## config.mk

```make
export PLATFORM = sky130hd
export DESIGN_NAME = fbctl_regs
export DESIGN_NICKNAME = d
export VERILOG_FILES = /design/src/rtl/fbctl_pkg.sv /design/src/rtl/fbctl_decode.sv /design/src/rtl/fbctl_irq.sv /design/src/rtl/fbctl_store.sv /design/src/rtl/fbctl_regs.sv
export SDC_FILE = /design/constraint.sdc
export NUM_CORES = 1
export LEC_CHECK = 0
export BUFFER_PORTS_ARGS = -buffer_cell sky130_fd_sc_hd__buf_2
export CAP_MARGIN = 20
export CORE_MARGIN = 2
export CORE_UTILIZATION = 30
export CTS_CLUSTER_SIZE = 30
export DETAILED_ROUTE_END_ITERATION = 16
export HOLD_SLACK_MARGIN = 0.08
export PLACE_DENSITY = 0.55
export SLEW_MARGIN = 20
export SYNTH_ARGS = -nofsm -noshare
export SYNTH_HDL_FRONTEND = slang
export SYNTH_SLANG_ARGS = --single-unit
```

## constraint.sdc

```tcl
create_clock -name clk -period 3.92 [get_ports clk]
set_input_delay 0.784 -clock clk [delete_from_list [all_inputs] [get_ports clk]]
set_output_delay 0.784 -clock clk [all_outputs]
set_load 0.01 [all_outputs]
```

## src/rtl/fbctl_pkg.sv

```systemverilog
package fbctl_pkg;
    localparam int ADDR_W     = 5;
    localparam int DATA_W     = 8;
    localparam int NUM_STORE  = 14;
    localparam int IDX_W      = $clog2(NUM_STORE);
    localparam int IEN_BIT    = 7;
    localparam int PEND_BIT   = 7;

    localparam logic [ADDR_W-1:0] CTRL_OFS   = 5'h10;
    localparam logic [ADDR_W-1:0] STAT_OFS   = 5'h11;
    localparam logic [ADDR_W-1:0] STORE_BASE = 5'h12;
    localparam logic [DATA_W-1:0] ID_CODE    = 8'h61;

    typedef struct packed {
        logic             low;
        logic             ctrl;
        logic             stat;
        logic             store;
        logic [IDX_W-1:0] idx;
    } dec_t;

    typedef struct packed {
        logic [DATA_W-1:0] ctrl;
        logic              pend;
    } irq_st_t;
endpackage

```

## src/rtl/fbctl_decode.sv

```systemverilog
module fbctl_decode
    import fbctl_pkg::*;
(
    input  logic [ADDR_W-1:0]    addr,
    input  logic                 wr_en,
    output dec_t                 dec,
    output logic [NUM_STORE-1:0] store_we
);
    logic [ADDR_W-1:0] off;

    always_comb begin
        off       = addr - STORE_BASE;
        dec       = '0;
        dec.low   = (addr < CTRL_OFS);
        dec.ctrl  = (addr == CTRL_OFS);
        dec.stat  = (addr == STAT_OFS);
        dec.store = (addr >= STORE_BASE);
        dec.idx   = off[IDX_W-1:0];
    end

    for (genvar g = 0; g < NUM_STORE; g++) begin : g_we
        assign store_we[g] = wr_en && dec.store && (dec.idx == IDX_W'(g));
    end
endmodule

```

## src/rtl/fbctl_irq.sv

```systemverilog
module fbctl_irq
    import fbctl_pkg::*;
(
    input  logic              clk,
    input  logic              rst_n,
    input  logic              ctrl_wr,
    input  logic              stat_wr,
    input  logic [DATA_W-1:0] wr_data,
    input  logic              vsync_pulse,
    output logic [DATA_W-1:0] ctrl_q,
    output logic              pend_q
);
    irq_st_t st_d, st_q;

    always_comb begin
        st_d = st_q;
        if (ctrl_wr) st_d.ctrl = wr_data;
        if (stat_wr) st_d.pend = 1'b0;
        // a qualifying event beats the acknowledge
        if (vsync_pulse && st_q.ctrl[IEN_BIT]) st_d.pend = 1'b1;
    end

    always_ff @(posedge clk) begin
        if (!rst_n) st_q <= '0;
        else        st_q <= st_d;
    end

    assign ctrl_q = st_q.ctrl;
    assign pend_q = st_q.pend;
endmodule

```

## src/rtl/fbctl_store.sv

```systemverilog
module fbctl_store
    import fbctl_pkg::*;
(
    input  logic                 clk,
    input  logic                 rst_n,
    input  logic [NUM_STORE-1:0] we,
    input  logic [DATA_W-1:0]    wr_data,
    input  logic [IDX_W-1:0]     rd_idx,
    output logic [DATA_W-1:0]    rd_data
);
    logic [NUM_STORE-1:0][DATA_W-1:0] mem_d, mem_q;

    always_comb begin
        mem_d = mem_q;
        for (int i = 0; i < NUM_STORE; i++) begin
            if (we[i]) mem_d[i] = wr_data;
        end
    end

    always_ff @(posedge clk) begin
        if (!rst_n) mem_q <= '0;
        else        mem_q <= mem_d;
    end

    always_comb begin
        rd_data = '0;
        for (int i = 0; i < NUM_STORE; i++) begin
            if (rd_idx == IDX_W'(i)) rd_data = mem_q[i];
        end
    end
endmodule

```

## src/rtl/fbctl_regs.sv

```systemverilog
module fbctl_regs
    import fbctl_pkg::*;
(
    input  logic              clk,
    input  logic              rst_n,
    input  logic [ADDR_W-1:0] addr,
    input  logic              wr_en,
    input  logic [DATA_W-1:0] wr_data,
    output logic [DATA_W-1:0] rd_data,
    input  logic              vsync_pulse,
    output logic              irq
);
    dec_t                 dec;
    logic [NUM_STORE-1:0] store_we;
    logic [DATA_W-1:0]    ctrl_q;
    logic                 pend_q;
    logic [DATA_W-1:0]    store_rd;

    fbctl_decode u_dec (
        .addr     (addr),
        .wr_en    (wr_en),
        .dec      (dec),
        .store_we (store_we)
    );

    fbctl_irq u_irq (
        .clk         (clk),
        .rst_n       (rst_n),
        .ctrl_wr     (wr_en && dec.ctrl),
        .stat_wr     (wr_en && dec.stat),
        .wr_data     (wr_data),
        .vsync_pulse (vsync_pulse),
        .ctrl_q      (ctrl_q),
        .pend_q      (pend_q)
    );

    fbctl_store u_store (
        .clk     (clk),
        .rst_n   (rst_n),
        .we      (store_we),
        .wr_data (wr_data),
        .rd_idx  (dec.idx),
        .rd_data (store_rd)
    );

    always_comb begin
        rd_data = '0;
        if (dec.ctrl)       rd_data = ctrl_q;
        else if (dec.stat)  rd_data = ID_CODE | (DATA_W'(pend_q) << PEND_BIT);
        else if (dec.store) rd_data = store_rd;
    end

    assign irq = pend_q;
endmodule

```

==> impl_metrics.json <==
{
  "place_hpwl_um": 12170,
  "grt_pass1_wl_um": 27380,
  "tightest_slew_ns": 0.9203,
  "worstPathCellList": "buf_2 > inv_1 > ha_1 > xnor2_4 > nor3_1 > a221o_1 > nor4_1 > a221oi_1 > buf_2",
  "drt_wl_total_um": 17680,
  "crit_path_end_kind": "output pin",
  "drtAntennaViolNets": 0,
  "grt_pass1_vias": 4638,
  "layout.nets": 678,
  "holdPathEnd": "u_store.mem_q[71]",
  "grt_usage_pct": 16.65,
  "die_h_um": 147.2,
  "placement_rows": 52,
  "crit_path_frequent_cell": "buf_2",
  "ys_seq_area_share_pct": 39.37,
  "syn_inst": 647,
  "drive_gt1_share_pct": 16.20,
  "leakage_nw": 2.345,
  "cts_hold_buf": 0,
  "syn_to_final_growth_pct": 16.61,
  "max-cap-violations": 0,
  "clock-root-buffer": "clkbuf_16",
  "startpoint": "addr[1]",
  "cts_tree": "built",
  "syn_area_mm2": 0.006153,
  "skew_ns": 0.001064,
  "synth_fa_ha_area_share_pct": 0.2033,
  "synth_area_per_cell_um2": 9.511,
  "synth_warnings": 0,
  "synth-simple-area-share_pct": 21.49,
  "fin_total_pwr_mw": 3.037,
  "cp.required_ns": 3.14,
  "ys_ff_latch": 121,
  "async_reset_ff_share_pct": 0,
  "hold_violations": 0,
  "synthXorXnorAreaFrac_pct": 0.5897,
  "start_util_pct": 30.51,
  "cts_sinks": 121,
  "startpoint_type": "input port",
  "fp.dieW_um": 147.2,
  "viasPerCell": 5.157,
  "fin_util_pct": 35.58,
  "max_freq_ghz": 0.2662,
  "fin_setup_tns_ns": 0,
  "r2r_end": "u_store.mem_q[108]",
  "wl_per_cell_um": 18.75,
  "drc": 0,
  "port_buffers": 25,
  "synth.area.mux_share_pct": 22.75,
  "final-setup-viol-count": 0,
  "synth_compound_area_share_pct": 11.63,
  "synth_edf_count": 0,
  "synth.net_count": 665,
  "layout_setup_ws_ns": 0.1640,
  "crit_path_top_delay_cell": "nor4_1",
  "cp.arrival_ns": 2.97,
  "core_area_mm2": 0.02017,
  "synth_top_family_by_area": "multiplexers",
  "clock_latency_ns": 0.42,
  "rsz0062_at_grt": "no",
  "hold_path_class": "reg -> reg",
  "num_antenna_cells": 0,
  "hold-path-cell-count": 2,
  "dr.pass1.iters": 5,
  "cts_buffer_depth": 2,
  "r2r_slack_ns": 3.19,
  "grt_max_degree": 100,
  "status": "finished clean",
  "vias": 4863,
  "synth.lib_cells_used.distinct": 55,
  "cts_buffers": 17,
  "overflow": 0,
  "power.density_mw_per_mm2": 423.2,
  "place_ws_ns": 0.1810,
  "cp_slowest_stage_delay_ns": 0.43,
  "critPathMaxFanout": 8,
  "clkTransAtPathRegs_ns": 0.05,
  "slew_viol_final": 0,
  "drtIter0Drc": 468,
  "antenna_found_initial": 0,
  "r2r-start": "u_store.mem_q[108]",
  "die_area_mm2": 0.02167,
  "min_period_over_period_pct": 95.82,
  "post-cts-setup-buffers": 0,
  "synth-main-ff-cell": "dfxtp_1",
  "max-vdd-ir-drop_mv": 0.2060,
  "gp_congestion": 0.8651,
  "fin_crit_ns": 3.756,
  "reg2regPathDepth": 2,
  "worstHoldStart": "u_store.mem_q[71]",
  "setup.worst_path.class": "in -> out",
  "cts_max_level": 4,
  "num_io_pins": 26,
  "slew_headroom_pct": 38.65
}
==> timing repair <==
item	in CTS	in global routing
resized for setup	0	1
setup endpoints to repair	0	1
hold endpoints to repair	0	0
==> how the worst max path moves through the flow <==
| stage | to | slack, ns | cells after the start |
|---|---|---|---|
| after floorplan | rd_data[4] | 0.08 | 11 |
| after global placement | rd_data[0] | 0.23 | 9 |
| after detailed placement | rd_data[0] | 0.18 | 9 |
| after CTS | rd_data[0] | 0.14 | 9 |
| after global routing | rd_data[0] | 0.02 | 9 |
| final | rd_data[7] | 0.16 | 9 |
==> registers in the layout, summed over array words and instances (netlist names) <==
register / count
u_irq.ctrl_q: 8
u_irq.pend_q: 1
u_store.mem_q: 112
==> worst max-delay path, delay by kind of cell <==
kind	cells	cell delay [ns]
buffers and inverters	3	0.37
and+or+nand+nor	2	0.61
adders and majority gates	1	0.36
AOI/OAI and AO/OA	2	0.49
xor gates and xnor gates	1	0.36
==> cell usage after synthesis, types with 5 or more instances <==
library cell    n  area share, %
o21ai_0        26            2.1
clkbuf_1       34            2.1
inv_1           5           0.31
nor3_4          5            1.3
a31oi_1         6           0.61
nand2_1        77            4.7
nand3_1        19            1.5
nor2_1         13           0.79
mux4_2          6            2.2
a21oi_1        12           0.98
dfxtp_1       121             39
mux2i_1       114             19
mux2_2         11            2.0
o211ai_1        7           0.85
a21boi_0       16            2.0
nor3_1          6           0.49
nand2b_1        7           0.71
nor2b_1        75            7.6
buf_2          15            1.2
==> layout by cell type (no fill, tap or decap), types with 6 or more instances in the layout <==
cell type,n
a21boi_0,16
a21oi_1,12
a31oi_1,6
buf_2,24
buf_4,21
clkbuf_16,17
dfxtp_1,121
mux2_2,11
mux2i_1,114
mux4_2,6
nand2_1,77
nand2b_1,7
nand3_1,19
nor2_1,13
nor2b_1,75
nor3_1,6
o211ai_1,7
o21ai_0,26
==> cell type report <==
cell class / instances / area (um^2)
fill: 2056 / 12990
inverter: 5 / 18.77
clock buffer: 27 / 513.0
multi-input combinational: 468 / 3506
sequential: 121 / 2422
tap: 270 / 337.8
clock inverter: 5 / 60.06
timing repair buffer: 47 / 317.8
==> report_power, final <==
| group | total (mW) | leakage (nW) | switching, mW | internal, mW |
|---|---|---|---|---|
| sequential | 1.25 | 0.975 | 0.00626 | 1.24 |
| clock | 1.49 | 0.266 | 0.535 | 0.955 |
| combinational | 0.298 | 1.10 | 0.198 | 0.101 |
| total | 3.04 | 2.34 | 0.739 | 2.30 |
==> routing by layer <==
metal	global-route usage (%)	vias to the layer above	routed length [um]
met3	4.814	20	1216
met5	0	-	0
li1	-	2337	-
met1	22.95	2334	8256
met4	5.192	0	298
met2	25.16	172	7911
==> kinds of logic (layout without fill, tap and decap cells) <==
group / after synthesis / in the layout
fa+ha+maj: 1 / 1
simple gates: 229 / 229
mux: 131 / 131
compound gates: 105 / 105
flops: 121 / 121
buf+inv: 58 / 84
xor+xnor: 2 / 2
==> metrics by stage <==
step           hold WS, ns  instances  cell area, um^2
6_report            0.4534        943             7176
5_1_grt             0.4673        943             7176
4_1_cts             0.4556        943             7164
3_5_place_dp        0.4459        911             6591
3_3_place_gp        0.4405        911             6591
2_1_floorplan       0.4313        647             6153
Note: power is estimated with default switching activity, not from simulation.
